==> src/rtl/uart_lb_pkg.sv <==
package uart_lb_pkg;
  localparam int unsigned DATA_W = 8;
  localparam int unsigned OFS_W  = 3;
  localparam int unsigned DIV_W  = 2 * DATA_W;
  localparam int unsigned TRIG   = 1;

  typedef enum logic [OFS_W-1:0] {
    OFS_DATA  = 3'd0,
    OFS_IER   = 3'd1,
    OFS_FCTL  = 3'd2,
    OFS_LCR   = 3'd3,
    OFS_MCR   = 3'd4,
    OFS_LSR   = 3'd5,
    OFS_MSR   = 3'd6,
    OFS_SCR   = 3'd7
  } reg_ofs_e;

  localparam int unsigned IE_RX    = 0;
  localparam int unsigned IE_TX    = 1;
  localparam int unsigned IE_LINE  = 2;
  localparam int unsigned IE_MODEM = 3;

  localparam int unsigned FC_EN    = 0;
  localparam int unsigned FC_CLR_A = 1;
  localparam int unsigned FC_CLR_B = 2;

  localparam int unsigned LC_DIV   = 7;

  localparam int unsigned MC_DTR   = 0;
  localparam int unsigned MC_RTS   = 1;
  localparam int unsigned MC_OUT2  = 3;
  localparam int unsigned MC_AFE   = 5;

  localparam logic [7:0] ID_LINE  = 8'hC6;
  localparam logic [7:0] ID_RX    = 8'hC4;
  localparam logic [7:0] ID_TX    = 8'hC2;
  localparam logic [7:0] ID_MODEM = 8'hC0;
  localparam logic [7:0] ID_NONE  = 8'hC1;
endpackage

==> src/rtl/lb_ring.sv <==
module lb_ring #(
  parameter int unsigned DEPTH = 16,
  parameter int unsigned DW    = 8,
  localparam int unsigned PW   = (DEPTH > 1) ? $clog2(DEPTH) : 1,
  localparam int unsigned CW   = $clog2(DEPTH + 1)
) (
  input  logic          clk_i,
  input  logic          rst_ni,
  input  logic          clr_i,
  input  logic          push_i,
  input  logic [DW-1:0] wdata_i,
  input  logic          pop_i,
  output logic [DW-1:0] rdata_o,
  output logic [CW-1:0] count_o,
  output logic          empty_o
);
  logic [DW-1:0] mem_q [DEPTH];
  logic [PW-1:0] head_q, tail_q;
  logic [CW-1:0] cnt_q;

  function automatic logic [PW-1:0] ptr_inc(input logic [PW-1:0] p);
    return (p == PW'(DEPTH - 1)) ? '0 : p + PW'(1);
  endfunction

  always_ff @(posedge clk_i) begin
    if (push_i && !clr_i) mem_q[head_q] <= wdata_i;
  end

  always_ff @(posedge clk_i or negedge rst_ni) begin
    if (!rst_ni) begin
      head_q <= '0;
      tail_q <= '0;
      cnt_q  <= '0;
    end else if (clr_i) begin
      head_q <= '0;
      tail_q <= '0;
      cnt_q  <= '0;
    end else begin
      if (push_i) head_q <= ptr_inc(head_q);
      if (pop_i)  tail_q <= ptr_inc(tail_q);
      cnt_q <= cnt_q + CW'(push_i) - CW'(pop_i);
    end
  end

  assign rdata_o = mem_q[tail_q];
  assign count_o = cnt_q;
  assign empty_o = (cnt_q == '0);

  a_r5_count_bound: assert property (@(posedge clk_i) disable iff (!rst_ni)
    cnt_q <= CW'(DEPTH));
  a_r4_no_pop_empty: assert property (@(posedge clk_i) disable iff (!rst_ni)
    pop_i |-> !empty_o);
endmodule

==> src/rtl/lb_regs.sv <==
module lb_regs
  import uart_lb_pkg::*;
(
  input  logic              clk_i,
  input  logic              rst_ni,
  input  logic              wr_i,
  input  logic [OFS_W-1:0]  addr_i,
  input  logic [DATA_W-1:0] wdata_i,
  input  logic              full_i,
  output logic [DATA_W-1:0] lcr_o,
  output logic [3:0]        ier_o,
  output logic [DATA_W-1:0] mcr_o,
  output logic [DATA_W-1:0] scr_o,
  output logic [DIV_W-1:0]  div_o,
  output logic              deep_o,
  output logic              ovr_o,
  output logic              push_o,
  output logic              clr_o
);
  logic [DATA_W-1:0] lcr_q, mcr_q, scr_q;
  logic [3:0]        ier_q;
  logic [DIV_W-1:0]  div_q;
  logic              deep_q, ovr_q;
  logic              dlab, wr_data, drop;

  assign dlab    = lcr_q[LC_DIV];
  assign wr_data = wr_i && (addr_i == OFS_DATA) && !dlab;
  assign push_o  = wr_data && !full_i;
  assign drop    = wr_data && full_i;
  assign clr_o   = wr_i && (addr_i == OFS_FCTL) &&
                   (wdata_i[FC_CLR_A] || wdata_i[FC_CLR_B]);

  always_ff @(posedge clk_i or negedge rst_ni) begin
    if (!rst_ni) begin
      lcr_q  <= '0;
      ier_q  <= '0;
      mcr_q  <= '0;
      scr_q  <= '0;
      div_q  <= '0;
      deep_q <= 1'b1;
      ovr_q  <= 1'b0;
    end else begin
      if (push_o) ovr_q <= 1'b0;
      else if (drop) ovr_q <= 1'b1;
      if (wr_i) begin
        unique case (addr_i)
          OFS_DATA: if (dlab) div_q[DATA_W-1:0] <= wdata_i;
          OFS_IER: begin
            if (dlab) div_q[DIV_W-1:DATA_W] <= wdata_i;
            else      ier_q <= wdata_i[3:0];
          end
          OFS_FCTL: deep_q <= wdata_i[FC_EN];
          OFS_LCR: begin
            lcr_q <= wdata_i;
            if (wdata_i[LC_DIV]) div_q <= '0;
          end
          OFS_MCR: mcr_q <= wdata_i;
          OFS_SCR: scr_q <= wdata_i;
          default: ;
        endcase
      end
    end
  end

  assign lcr_o  = lcr_q;
  assign ier_o  = ier_q;
  assign mcr_o  = mcr_q;
  assign scr_o  = scr_q;
  assign div_o  = div_q;
  assign deep_o = deep_q;
  assign ovr_o  = ovr_q;

  a_r11_status_write_ignored: assert property (@(posedge clk_i) disable iff (!rst_ni)
    (wr_i && (addr_i == OFS_LSR || addr_i == OFS_MSR)) |=>
      ($stable(lcr_q) && $stable(ier_q) && $stable(mcr_q) && $stable(scr_q)));
endmodule

==> src/rtl/lb_evt.sv <==
module lb_evt
  import uart_lb_pkg::*;
#(
  parameter int unsigned CW = 5
) (
  input  logic              clk_i,
  input  logic              rst_ni,
  input  logic              wr_i,
  input  logic              rd_i,
  input  logic [OFS_W-1:0]  addr_i,
  input  logic [DATA_W-1:0] wdata_i,
  input  logic              dlab_i,
  input  logic [3:0]        ier_i,
  input  logic [DATA_W-1:0] mcr_i,
  input  logic [CW-1:0]     count_i,
  input  logic              full_i,
  input  logic              ovr_i,
  output logic [DATA_W-1:0] iir_o,
  output logic [DATA_W-1:0] lsr_o,
  output logic [DATA_W-1:0] msr_o,
  output logic              irq_o
);
  logic empty, rx_hit, modem_act, evt, irq_q;

  assign empty     = (count_i == '0);
  assign rx_hit    = (count_i == CW'(TRIG));
  assign modem_act = mcr_i[MC_RTS] || mcr_i[MC_DTR];

  always_comb begin
    if (ovr_i && ier_i[IE_LINE])              iir_o = ID_LINE;
    else if (rx_hit && ier_i[IE_RX])          iir_o = ID_RX;
    else if (empty && ier_i[IE_TX])           iir_o = ID_TX;
    else if (modem_act && ier_i[IE_MODEM])    iir_o = ID_MODEM;
    else                                      iir_o = ID_NONE;
  end

  assign lsr_o = {1'b0, empty, empty, 3'b000, ovr_i, !empty};
  // CTS and delta-CTS withheld only under auto flow with a full ring
  assign msr_o = {1'b1, 1'b0, 1'b1, !(mcr_i[MC_AFE] && full_i),
                  2'b00, 1'b1, !(mcr_i[MC_AFE] && full_i)};

  always_comb begin
    evt = 1'b0;
    if (wr_i) begin
      unique case (addr_i)
        OFS_DATA: if (!dlab_i)
          evt = full_i ? ier_i[IE_LINE]
                       : (ier_i[IE_RX] && count_i == CW'(TRIG - 1));
        OFS_IER:  if (!dlab_i) evt = wdata_i[IE_TX] && empty;
        OFS_MCR:  evt = ier_i[IE_MODEM] &&
                        (wdata_i[MC_OUT2] || wdata_i[MC_RTS] || wdata_i[MC_DTR]);
        default:  evt = 1'b0;
      endcase
    end else if (rd_i && addr_i == OFS_DATA && !dlab_i) begin
      evt = ier_i[IE_TX] && (count_i <= CW'(1));
    end
  end

  always_ff @(posedge clk_i or negedge rst_ni) begin
    if (!rst_ni) irq_q <= 1'b0;
    else         irq_q <= evt;
  end
  assign irq_o = irq_q;

  a_r12_irq_follows_access: assert property (@(posedge clk_i) disable iff (!rst_ni)
    irq_o |-> $past(wr_i || rd_i));
  a_r10_cts_withheld: assert property (@(posedge clk_i) disable iff (!rst_ni)
    (mcr_i[MC_AFE] && full_i) |-> (msr_o[4] == 1'b0 && msr_o[0] == 1'b0));
endmodule

==> src/rtl/uart_loopback_regs.sv <==
module uart_loopback_regs
  import uart_lb_pkg::*;
#(
  parameter int unsigned DEPTH = 16
) (
  input  logic       clk_i,
  input  logic       rst_ni,
  input  logic [2:0] addr_i,
  input  logic [7:0] wdata_i,
  input  logic       wr_i,
  input  logic       rd_i,
  output logic [7:0] rdata_o,
  output logic       irq_o
);
  localparam int unsigned CW = $clog2(DEPTH + 1);

  logic [DATA_W-1:0] lcr, mcr, scr, ring_dout, iir, lsr, msr;
  logic [3:0]        ier;
  logic [DIV_W-1:0]  div;
  logic [CW-1:0]     count;
  logic              deep, ovr, push, clr, pop, empty, full, dlab;

  assign dlab = lcr[LC_DIV];
  assign full = count >= (deep ? CW'(DEPTH) : CW'(1));
  assign pop  = rd_i && (addr_i == OFS_DATA) && !dlab && !empty;

  lb_regs u_regs (
    .clk_i   (clk_i),
    .rst_ni  (rst_ni),
    .wr_i    (wr_i),
    .addr_i  (addr_i),
    .wdata_i (wdata_i),
    .full_i  (full),
    .lcr_o   (lcr),
    .ier_o   (ier),
    .mcr_o   (mcr),
    .scr_o   (scr),
    .div_o   (div),
    .deep_o  (deep),
    .ovr_o   (ovr),
    .push_o  (push),
    .clr_o   (clr)
  );

  lb_ring #(.DEPTH(DEPTH), .DW(DATA_W)) u_ring (
    .clk_i   (clk_i),
    .rst_ni  (rst_ni),
    .clr_i   (clr),
    .push_i  (push),
    .wdata_i (wdata_i),
    .pop_i   (pop),
    .rdata_o (ring_dout),
    .count_o (count),
    .empty_o (empty)
  );

  lb_evt #(.CW(CW)) u_evt (
    .clk_i   (clk_i),
    .rst_ni  (rst_ni),
    .wr_i    (wr_i),
    .rd_i    (rd_i),
    .addr_i  (addr_i),
    .wdata_i (wdata_i),
    .dlab_i  (dlab),
    .ier_i   (ier),
    .mcr_i   (mcr),
    .count_i (count),
    .full_i  (full),
    .ovr_i   (ovr),
    .iir_o   (iir),
    .lsr_o   (lsr),
    .msr_o   (msr),
    .irq_o   (irq_o)
  );

  always_comb begin
    unique case (addr_i)
      OFS_DATA: rdata_o = dlab ? div[DATA_W-1:0] : (empty ? '0 : ring_dout);
      OFS_IER:  rdata_o = dlab ? div[DIV_W-1:DATA_W] : {4'b0000, ier};
      OFS_FCTL: rdata_o = iir;
      OFS_LCR:  rdata_o = lcr;
      OFS_MCR:  rdata_o = mcr;
      OFS_LSR:  rdata_o = lsr;
      OFS_MSR:  rdata_o = msr;
      default:  rdata_o = scr;
    endcase
  end

  a_r12_single_strobe: assert property (@(posedge clk_i) disable iff (!rst_ni)
    !(wr_i && rd_i));
  a_r5_drop_keeps_count: assert property (@(posedge clk_i) disable iff (!rst_ni)
    (wr_i && addr_i == OFS_DATA && !dlab && full) |=> ($stable(count) && ovr));
  a_r6_clear_empties: assert property (@(posedge clk_i) disable iff (!rst_ni)
    (wr_i && addr_i == OFS_FCTL && (wdata_i[FC_CLR_A] || wdata_i[FC_CLR_B]))
      |=> (count == '0));
  a_r2_div_zeroed: assert property (@(posedge clk_i) disable iff (!rst_ni)
    (wr_i && addr_i == OFS_LCR && wdata_i[LC_DIV]) |=> (div == '0));
  a_r13_empty_read_holds: assert property (@(posedge clk_i) disable iff (!rst_ni)
    (rd_i && addr_i == OFS_DATA && !dlab && empty) |=> (empty && $stable(ovr)));
endmodule

==> config.mk <==
export PLATFORM = sky130hd
export DESIGN_NAME = uart_loopback_regs
export DESIGN_NICKNAME = d
export VERILOG_FILES = /design/src/rtl/uart_lb_pkg.sv /design/src/rtl/lb_ring.sv /design/src/rtl/lb_regs.sv /design/src/rtl/lb_evt.sv /design/src/rtl/uart_loopback_regs.sv
export SDC_FILE = /design/constraint.sdc
export NUM_CORES = 1
export LEC_CHECK = 0
export BUFFER_PORTS_ARGS = -buffer_cell sky130_fd_sc_hd__buf_2
export CORE_MARGIN = 5
export CORE_UTILIZATION = 52
export CTS_CLUSTER_DIAMETER = 200
export DETAILED_ROUTE_END_ITERATION = 10
export PLACE_DENSITY = 0.66
export SYNTH_ARGS = -nofsm -noshare
export SYNTH_HDL_FRONTEND = slang
export SYNTH_SLANG_ARGS = --single-unit
==> constraint.sdc <==
create_clock -name clk_i -period 3.8 [get_ports clk_i]
set_input_delay 0.57 -clock clk_i [delete_from_list [all_inputs] [get_ports clk_i]]
set_output_delay 0.57 -clock clk_i [all_outputs]
set_load 0.02 [all_outputs]
== After elaboration in Yosys (flattened, before gate mapping) ==
Memories as Yosys holds them, arrays and structs flattened.
Cells that the tools add are included.

* Multiply operators: 0
* Bitwise operators: 1
* Divide/modulo/power cells: 0
* Mux-type cells: 30
* Eq/ne operators: 13
* Shifts and indexed selects: 0
* Magnitude comparators: 2
* $add $sub $neg: 4
* Reductions and logical operators: 42

{| class="wikitable"
|+ Operators by type and width
! operator !! number
|-
| two-way mux 8 bit || 7
|-
| one-hot mux 8 bit (7 select lines) || 1
|-
| one-hot mux 8 bit (2 select lines) || 2
|-
| two-way mux 4 bit || 6
|-
| logical AND 1 bit || 19
|-
| two-way mux 16 bit || 1
|-
| == test 3 bit (second input constant) || 4
|-
| two-way mux 1 bit || 10
|-
| two-way mux 5 bit || 2
|-
| nonzero test 2 bit || 5
|-
| adder 4 x 1 -> 4 bit (second input constant) || 2
|-
| == test 4 bit (second input constant) || 2
|-
| AND reduction 2 bit || 4
|-
| AND reduction 4 bit || 2
|-
| == test 3 x 2 -> 1 bit (second input constant) || 2
|-
| adder 5 x 1 -> 5 bit || 1
|-
| == test 5 x 1 -> 1 bit (second input constant) || 1
|-
| greater-or-equal comparator 5 bit || 1
|-
| <= comparator 5 x 1 -> 1 bit (second input constant) || 1
|-
| logical NOT 1 bit || 5
|-
| logical NOT 5 bit || 1
|-
| subtractor 5 x 1 -> 5 bit || 1
|-
| logical OR 1 bit || 4
|-
| inequality test 2 bit (second input constant) || 2
|-
| other kinds (6) || 6
|}

* Bits in read-only memories: 0
* Input port bits: 15
* Output and inout bits: 9
* Bits in latches: 0
* Register bits after elaboration: 60
* Logic and storage cells: 105
* Memories kept: 1
* Bits in writable memories: 128

{| class="wikitable"
|+ Memories
! name !! words !! bits a word !! read ports !! clocked after memory_dff !! wr ports !! line !! RTL
|-
| u_ring.mem_q || 16 || 8 || 1 || 0 || 1 || lb_ring.sv:17 || <nowiki>logic [DW-1:0] mem_q [DEPTH];</nowiki>
|}

== Depth between registers and ports, before layout ==
Gate-level depths: netlist of run 1.

* Word-level depth: 7
* Gate-level depth with buffers: 15
* Mapped depth without buffers: 14

== By module ==
From an unflattened synthesis of run 1, not the netlist that was laid out.

* Cells, all modules: 624
* Area total of the unflattened synthesis: 8,839.7 sq um

{| class="wikitable"
|+ Modules (own cells, without submodules)
! module !! times used !! area an instance (sq um) !! cells each !! seq. area each (sq um)
|-
| lb_ring || 1 || 5,833.1 || 344 || 4,169.0
|-
| lb_regs || 1 || 1,888.1 || 124 || 1,152.4
|-
| uart_loopback_regs || 1 || 789.5 || 111 || 0.0
|-
| lb_evt || 1 || 329.1 || 45 || 25.0
|}

== Least setup slack after synthesis of run 1 ==
No wires, ideal clock.

* Path type: input port to flip-flop
* From: input port addr_i[1]
* To: register u_ring.cnt_q[4], in the netlist u_ring.count_o[4]
* Path slack: 0.800 ns
* Data required time: 3.663 ns
* Stages on the path: 14
* Data arrival time: 2.863 ns
* Buffers on the path: 2
* Library setup time: 0.137 ns
* Cell sequence: clkbuf_2 or3_1 clkbuf_1 nor4b_4 ha_1 inv_1 ha_1 inv_1 fa_1 nor2_1 nor2_1 nor2_1 or3_1 a21oi_1

* Cells in the longest elaborated chain, start to end: 7
* Elaborated cells on any way between the ends: 13
* Those cells by class: add/sub: 2; eq/ne: 1; mux: 1; reduce/logical: 9

{| class="wikitable"
|+ Ends and longest elaborated chain
! element !! line !! RTL
|-
| from (decl) || uart_loopback_regs.sv:8 || <nowiki>input logic [2:0] addr_i,</nowiki>
|-
| logical NOT 3 bit || lb_regs.sv:27, uart_loopback_regs.sv:25 ||
|-
| logical AND 1 bit (2 in a row) || lb_regs.sv:27 || <nowiki>assign wr_data = wr_i && (addr_i == OFS_DATA) && !dlab;</nowiki>
|-
| logical AND 1 bit || lb_regs.sv:28 || <nowiki>assign push_o = wr_data && !full_i;</nowiki>
|-
| adder 5 x 1 -> 5 bit || lb_ring.sv:41 || <nowiki>cnt_q <= cnt_q + CW'(push_i) - CW'(pop_i);</nowiki>
|-
| subtractor 5 x 1 -> 5 bit || lb_ring.sv:41 ||
|-
| two-way mux 5 bit * || lb_ring.sv:34 || <nowiki>end else if (clr_i) begin</nowiki>
|-
| to (signal assigned) || lb_ring.sv:41 ||
|-
| to (decl) || lb_ring.sv:19 || <nowiki>logic [CW-1:0] cnt_q;</nowiki>
|}

Mark *: on every way between the ends. The rest lies on a longest branch, timed or not.
A chain may end at the register's enable or synchronous reset.

== Worst setup path in the final report of run 1 ==
* From: register u_ring.cnt_q[3], in the netlist u_ring.count_o[3]
* To: output port rdata_o[4]

* Cells in the longest elaborated chain, start to end: 5
* Elaborated cells on any way between the ends: 11
* Those cells by class: order compare: 1; eq/ne: 1; mux: 5; reduce/logical: 4

{| class="wikitable"
|+ Ends and longest elaborated chain
! element !! line !! RTL
|-
| branches (longest 4 deep; another with greater-or-equal comparator 5 bit) || n/a ||
|-
| one-hot mux 8 bit (7 select lines) * || uart_loopback_regs.sv:77 || <nowiki>unique case (addr_i)</nowiki>
|-
| to (decl) || uart_loopback_regs.sv:12 || <nowiki>output logic [7:0] rdata_o,</nowiki>
|}

Every way passes the cells marked *.

==> results of run 1 <==
[worst min-delay path by stage]
stage	startpoint	end	depth (start not counted)	slack, ns
2_1_floorplan	rst_ni	u_evt.irq_o	0	0.27
3_3_place_gp	u_regs.div_o[3]	u_regs.div_o[3]	2	0.46
3_5_place_dp	u_regs.div_o[3]	u_regs.div_o[3]	2	0.47
4_1_cts	rst_ni	u_ring.count_o[2]	1	0.34
5_1_grt	rst_ni	u_ring.count_o[3]	1	0.41
6_report	rst_ni	u_evt.irq_o	1	0.32
[layout by cell type (no fill, tap or decap), types with 19 or more instances in the layout]
cell	count
nand2_1	33
nor2_1	31
buf_2	23
mux4_2	21
mux2_2	44
o21ai_0	28
a21oi_1	19
edfxtp_1	128
inv_1	26
dfrtp_1	58
buf_4	22
[layer usage]
metal | global-route usage | vias up
li1 | - | 2264
met1 | 0.302 | 2618
met2 | 0.324 | 214
met3 | 0.0570 | 25
met4 | 0.0660 | 0
met5 | 0 | -
[power breakdown]
| part | switching, mW | internal [mW] |
|---|---|---|
| registers | 0.170 | 2.38 |
| clock network | 0.805 | 0.929 |
| logic | 0.745 | 0.713 |
[flip-flops by register name, indices dropped and copies added, names as in the netlist]
register,cells
u_regs.scr_o,8
u_ring.head_q,4
u_regs.mcr_o,8
u_ring.mem_q,128
u_regs.div_o,16
u_ring.count_o,5
u_regs.ier_o,4
u_evt.irq_o,1
u_regs.deep_o,1
u_regs.ovr_o,1
u_regs.lcr_o,8
u_ring.tail_q,4
[area by class of cell]
type / count / share of cell area
Multi-Input combinational cell: 325 / 0.304
Timing Repair Buffer: 46 / 0.0316
Inverter: 27 / 0.0107
Sequential cell: 188 / 0.564
Clock inverter: 14 / 0.0165
Clock buffer: 17 / 0.0448
Tap cell: 216 / 0.0285
[stage by stage]
stage / total power [mW] / hold slack [ns] / area (um^2) / cells
after global placement: 4.01 / 0.463 / 8900 / 802
final: 5.74 / 0.321 / 9490 / 833
after global routing: 6.04 / 0.410 / 9490 / 833
after detailed placement: 4.05 / 0.474 / 8900 / 802
after floorplan: 3.62 / 0.274 / 8460 / 571
after CTS: 5.79 / 0.343 / 9490 / 833
[timing repair]
item	in CTS	in global routing
hold buffers	0	0
gates resized for setup	0	1
endpoints found under the setup margin	0	4
[Yosys cell counts, types with 16 or more instances]
cell        n  area (um^2)
nor2_1     31          116
ha_1       17          213
clkbuf_1   23         86.3
dfrtp_1    59         1480
nand2_1    33          124
o21ai_0    28          140
inv_1      26         97.6
mux2_2     44          495
nand3_1    16         80.1
edfxtp_1  128         3840
mux4_2     21          473
a21oi_1    19         95.1
[cells by family (layout without fill, tap and decap cells)]
logic type	count (synthesis)	after routing
AOI/OAI and AO/OA	89	89
xor gates and xnor gates	3	3
adders and majority gates	18	18
buffers and inverters	58	104
DFF	188	188
muxes	83	83
and+or+nand+nor	132	132
==> results.json, run 1 <==
{
  "status": "complete, no violations",
  "cts_buffers": 17,
  "final-seq-area_mm2": 0.00535,
  "path_depth": 9,
  "dr.max_layer_used": "met4",
  "routed_via_density": 6.15,
  "critPathCapture": "rdata_o[4]",
  "synth_area_mm2": 0.00846,
  "synthSimpleGateAreaFrac": 0.0822,
  "crit_family": "compound AO/OA/AOI/OAI gates",
  "synth_seq_cells": 188,
  "grt_pass1_wl_mm": 29.2,
  "peakVddDrop_uv": 349,
  "overflow": 0,
  "synth_compound_area_frac": 0.0707,
  "pin_count": 24,
  "slew_violations": 0,
  "initial_core_util": 0.531,
  "synth-edff-count": 128,
  "firstDrtPassIters": 5,
  "syn2layout_area_growth_pct": 12.2,
  "antenna_found_initial": 0,
  "synthXorXnorAreaFrac": 0.00311,
  "grt_max_degree": 46,
  "slew_headroom": 0.320,
  "hold_viol": 0,
  "gp_congestion": 0.872,
  "wl_met1_mm": 8.27,
  "cp-startpoint": "u_ring.count_o[3]",
  "drtIter0Drc": 450,
  "worst-r2r-cell-count": 14,
  "worst_path_max_delay_cell": "nor4b_2",
  "fin_skew_ns": 0.00766,
  "cp-end-kind": "primary output",
  "synthDistinctLibCells": 61,
  "root_buffer": "clkbuf_16",
  "nNetsFinal": 638,
  "antenna_cells": 0,
  "synthCells": 571,
  "grt.total_usage": 0.213,
  "via_count": 5121,
  "muxShareOfSynthArea": 0.157,
  "rsz0062_at_grt": "no",
  "drv_cap": 0,
  "drive_above_1_share": 0.248,
  "yosys_warnings": 0,
  "multi_input_area_mm2": 0.00289,
  "cts_htree_levels": 4,
  "max_freq_mhz": 283,
  "wl_met3_mm": 1.25,
  "coreArea_mm2": 0.0159,
  "tritoncts": "yes",
  "syn-num-nets": 604,
  "fin_util": 0.595,
  "synth_fa_ha_area_frac": 0.0275,
  "nFillCells": 1272,
  "clkTransAtPathRegs_ns": 0.07,
  "fp.dieH_um": 138,
  "rrSetupSlack_ns": 0.60,
  "critPathLaunchType": "flip-flop",
  "power_density_mw_per_mm2": 605,
  "setup-tns-final_ns": 0,
  "rows": 46,
  "synth-main-ff-cell": "edfxtp_1",
  "portBuffers": 23,
  "ys_seq_area_frac": 0.632,
  "synth_top_family_by_area": "multiplexers",
  "cp_max_fo": 8,
  "clk_latency_ns": 0.43,
  "worst_slew_pin_slew_ns": 1.02,
  "r2r_start": "u_regs.deep_o",
  "hold_class": "in -> async",
  "worstPathRequired_ns": 3.23,
  "synthArstFlopShare": 0.319,
  "cts_buffer_depth": 2,
  "path_cells": "inv_1 -> ha_1 -> nor4b_2 -> buf_4 -> nor3b_2 -> a221o_1 -> a2111oi_2 -> o22ai_1 -> buf_2",
  "avgSynthCellArea_um2": 14.8,
  "drt-total-wl_mm": 18.6,
  "pre_cts_ws_ns": 0.493,
  "fin_ws_ns": 0.272,
  "final.min_clock_period_ns": 3.53,
  "cp.arrival_ns": 2.96,
  "ant_nets": 0,
  "wl_per_cell_um": 22.4,
  "grt_pass1_vias": 5093,
  "period_share": 0.928,
  "setup_violations": 0,
  "drc": 0,
  "cpPeakStageDelay_ns": 0.42,
  "fp.dieW_um": 138,
  "die_area_mm2": 0.0189,
  "setup.worst_path.class": "reg -> out",
  "p_leak_nw": 3.47,
  "timing.rr.end": "u_ring.count_o[4]",
  "clkSinkCount": 188,
  "cts_setup_buffers": 0,
  "cp_num_buf_inv": 3,
  "route.met2.wl_mm": 8.76,
  "hpwl_mm": 12.3
}
Power figures use the tool's default switching activity.
==> run 2, diff against run 1 <==
CORE_MARGIN = not set   (was 5)
==> results.json, run 2 (synthesis results as in run 1) <==
{
  "status": "complete, no violations",
  "p_int_mw": 4.21,
  "gp_congestion": 0.882,
  "cts_setup_buffers": 0,
  "ant_nets": 0,
  "critPathCapture": "rdata_o[1]",
  "netSwitchingFraction": 0.290,
  "cts_htree_levels": 4,
  "r2r_start": "u_regs.deep_o",
  "switchingPower_mw": 1.72,
  "slew_violations": 0,
  "worst-r2r-cell-count": 14,
  "slew_headroom": 0.485,
  "setup.worst_path.class": "reg -> out",
  "final.min_clock_period_ns": 3.61,
  "worst_slew_pin_slew_ns": 0.772,
  "routed_via_density": 6.06,
  "fin_skew_ns": 0.00888,
  "peakVddDrop_uv": 353,
  "layout_commonest_cell": "edfxtp_1",
  "rows": 46,
  "root_buffer": "clkbuf_16",
  "p_leak_nw": 3.49,
  "max_freq_mhz": 277,
  "final_cell_mix": "edfxtp_1, dfrtp_1, mux2_2, nand2_1, nor2_1",
  "cts_buffer_depth": 2,
  "fp.dieW_um": 130,
  "largest_reg_flops": 128,
  "timing.rr.end": "u_ring.count_o[4]",
  "clk_latency_ns": 0.43,
  "grt_max_degree": 37,
  "drc": 0,
  "power_frac_comb": 0.249,
  "drtIter0Drc": 586,
  "grt_pass1_vias": 4981,
  "wl_per_cell_um": 22.8,
  "cp.arrival_ns": 3.04,
  "worstPathRequired_ns": 3.23,
  "drive_above_1_share": 0.246,
  "coreArea_mm2": 0.0159,
  "drv_cap": 0,
  "grt_pass1_wl_mm": 29.4,
  "critPathLaunchType": "flip-flop",
  "hold_class": "in -> async",
  "top_register": "u_ring.mem_q",
  "drt-total-wl_mm": 18.9,
  "tritoncts": "yes",
  "cts_resized": 0,
  "p_seq_frac": 0.429,
  "hpwl_mm": 12.7,
  "fin_util": 0.601,
  "setup_violations": 0,
  "cts_hold_buf": 0,
  "power_density_mw_per_mm2": 622,
  "cp-end-kind": "primary output",
  "syn2layout_area_growth_pct": 12.8,
  "portBuffers": 23,
  "cts_buffers": 17,
  "antenna_found_initial": 0,
  "period_share": 0.950,
  "nNetsFinal": 635,
  "hold_viol": 0,
  "rrSetupSlack_ns": 0.63,
  "clkPwrFrac": 0.321,
  "setup-tns-final_ns": 0,
  "cp-startpoint": "u_ring.tail_q[0]",
  "pin_count": 24,
  "cp_max_fo": 17,
  "firstDrtPassIters": 4,
  "fp.dieH_um": 130,
  "antenna_cells": 0,
  "clkSinkCount": 188,
  "clkTransAtPathRegs_ns": 0.07,
  "die_area_mm2": 0.0168,
  "initial_core_util": 0.532,
  "rsz0062_at_grt": "no",
  "overflow": 0,
  "grt.total_usage": 0.246,
  "via_count": 5032
}
## run 2: power groups by stage
stage	sequential [mW]	combinational, mW	clock (mW)
3_3_place_gp	2.58	1.46	0
4_1_cts	2.55	1.50	1.93
2_1_floorplan	2.51	1.11	0
6_report	2.55	1.48	1.91
5_1_grt	2.57	1.64	2.00
3_5_place_dp	2.59	1.49	0
## run 2: final cells by class
type,count,area (um^2)
multi-input combinational,325,2900
fill,1270,6340
clock buffer,18,429
clock inverter,14,206
timing repair buffer,43,290
inverter,27,101
tap,216,270
sequential,188,5350
## run 2: layer usage
layer	wire (um)	global-route usage	up-vias	share of wire
li1	-	-	2254	-
met2	8840	0.368	149	0.47
met3	1020	0.0524	23	0.054
met1	8680	0.359	2606	0.46
met5	0	0	-	0
met4	403	0.0889	0	0.021
## run 2: how the worst min path moves through the flow
stage	slack, ns	endpoint	start	cells after the start
after floorplan	0.27	u_evt.irq_o	rst_ni	0
after global placement	0.46	u_regs.div_o[0]	u_regs.div_o[0]	2
after detailed placement	0.47	u_regs.div_o[4]	u_regs.div_o[4]	2
after CTS	0.22	u_regs.lcr_o[3]	rst_ni	1
after global routing	0.27	u_regs.scr_o[7]	rst_ni	1
final	0.21	u_regs.lcr_o[3]	rst_ni	1
## run 2: critical path: stages (launching register included)
cell and delay [ns]:
dfrtp_1 0.68, buf_12 0.25, mux4_1 0.57, mux2_2 0.28
a222oi_1 0.37, nor2_1 0.12, o22a_1 0.17, buf_2 0.16
## run 2: metrics by stage
step	power (mW)	setup slack [ns]	cells	hold slack [ns]	area, um^2
after floorplan	3.62	0.800	571	0.274	8460
after global placement	4.04	0.507	799	0.465	8910
after detailed placement	4.07	0.466	799	0.469	8910
after CTS	5.97	0.160	831	0.222	9540
after global routing	6.22	0.0148	831	0.267	9540
final	5.94	0.188	831	0.213	9540
==> run 3, diff against run 2 <==
CORE_UTILIZATION = 40   (was 52)
PLACE_DENSITY = 0.53   (was 0.66)
==> results.json, run 3 (synthesis results as in run 1) <==
{
  "r2r_start": "u_regs.deep_o",
  "peakVddDrop_uv": 327,
  "ant_nets": 0,
  "timing.rr.end": "u_ring.count_o[4]",
  "power_mw": 5.82,
  "hold_class": "in -> async",
  "coreArea_mm2": 0.0205,
  "routed_via_density": 5.59,
  "syn2layout_area_growth_pct": 13.4,
  "clkSinkCount": 188,
  "max_freq_mhz": 272,
  "final.min_clock_period_ns": 3.68,
  "pre_cts_ws_ns": 0.466,
  "whs_ns": 0.198,
  "nNetsFinal": 636,
  "clk_latency_ns": 0.44,
  "cp_max_fo": 22,
  "slew_headroom": 0.482,
  "cts_resized": 0,
  "fin_ws_ns": 0.118,
  "root_buffer": "clkbuf_16",
  "slew_violations": 0,
  "grt_pass1_wl_mm": 30.9,
  "worst-r2r-cell-count": 14,
  "status": "complete, no violations",
  "cp-end-kind": "primary output",
  "setup_violations": 0,
  "hpwl_mm": 13.6,
  "tritoncts": "yes",
  "drc": 0,
  "antenna_cells": 0,
  "cp-startpoint": "u_ring.tail_q[0]",
  "worstPathRequired_ns": 3.23,
  "clkTransAtPathRegs_ns": 0.08,
  "gp_congestion": 0.866,
  "grt_max_degree": 35,
  "critPathLaunchType": "flip-flop",
  "firstDrtPassIters": 7,
  "setup-tns-final_ns": 0,
  "grt_pass1_vias": 5156,
  "cts_hold_buf": 0,
  "cts_htree_levels": 4,
  "wl_per_cell_um": 22.5,
  "drv_cap": 0,
  "portBuffers": 23,
  "die_area_mm2": 0.0217,
  "final_cell_mix": "edfxtp_1, dfrtp_1, mux2_2, nand2_1, nor2_1",
  "dp_cells": 854,
  "placed_cell_area_mm2": 0.00899,
  "rsz0062_at_grt": "no",
  "fp.dieH_um": 147,
  "rrSetupSlack_ns": 0.60,
  "final_cells": 886,
  "fin_skew_ns": 0.0169,
  "cts_buffer_depth": 2,
  "cts_setup_buffers": 0,
  "worst_slew_pin_slew_ns": 0.777,
  "pin_count": 24,
  "hold_viol": 0,
  "antenna_found_initial": 0,
  "power_density_mw_per_mm2": 606,
  "critPathCapture": "rdata_o[3]",
  "cts_buffers": 17,
  "design_area_mm2": 0.00959,
  "drive_above_1_share": 0.250,
  "p_leak_nw": 3.49,
  "period_share": 0.969,
  "grt.total_usage": 0.195,
  "via_count": 4954,
  "top_register": "u_ring.mem_q",
  "cp.arrival_ns": 3.11,
  "layout_commonest_cell": "edfxtp_1",
  "setup.worst_path.class": "reg -> out",
  "initial_core_util": 0.413,
  "fin_util": 0.468,
  "fp.dieW_um": 147,
  "drt-total-wl_mm": 20.0,
  "overflow": 0,
  "largest_reg_flops": 128,
  "rows": 52,
  "drtIter0Drc": 325
}
==> run 3: cell types whose count changed in the layout (fill, tap and decap cells not counted), sizes merged <==
cell,previous run,this run
buf,43,44
bufinv,4,0
clkinv,3,6
clkinvlp,2,0
inv,32,35
==> run 3: worst max-delay path: stages, from the launching register on <==
cell and delay [ns]:
dfrtp_1 0.69, buf_12 0.28, mux4_1 0.58, mux2_2 0.31, a222oi_1 0.38, nor2_1 0.10, o22a_1 0.17, buf_2 0.16
==> run 3: layer usage <==
layer,part of all wire,global-route usage
met5,0,0
met4,0.011,0.0613
met3,0.036,0.0306
met2,0.49,0.317
met1,0.46,0.270
==> run 3: worst min path at each step <==
stage | endpoint | cells past startpoint | startpoint
after detailed placement | u_regs.div_o[4] | 2 | u_regs.div_o[4]
after global routing | u_regs.mcr_o[1] | 1 | rst_ni
after global placement | u_regs.div_o[5] | 2 | u_regs.div_o[5]
after floorplan | u_evt.irq_o | 0 | rst_ni
final | u_regs.mcr_o[1] | 1 | rst_ni
after CTS | u_regs.mcr_o[0] | 1 | rst_ni
==> run 3: final cells by class <==
class | instances | area (um^2)
Timing Repair Buffer | 44 | 298
Tap cell | 270 | 338
Inverter | 27 | 101
Sequential cell | 188 | 5350
Fill cell | 1829 | 10900
Clock inverter | 14 | 165
Multi-Input combinational cell | 325 | 2910
Clock buffer | 18 | 439
==> run 3: power by group <==
| part | leakage [nW] | internal (mW) | switching (mW) |
|---|---|---|---|
| combinational | 1.30 | 0.714 | 0.777 |
| sequential | 1.89 | 2.37 | 0.171 |
| clock | 0.296 | 0.908 | 0.873 |
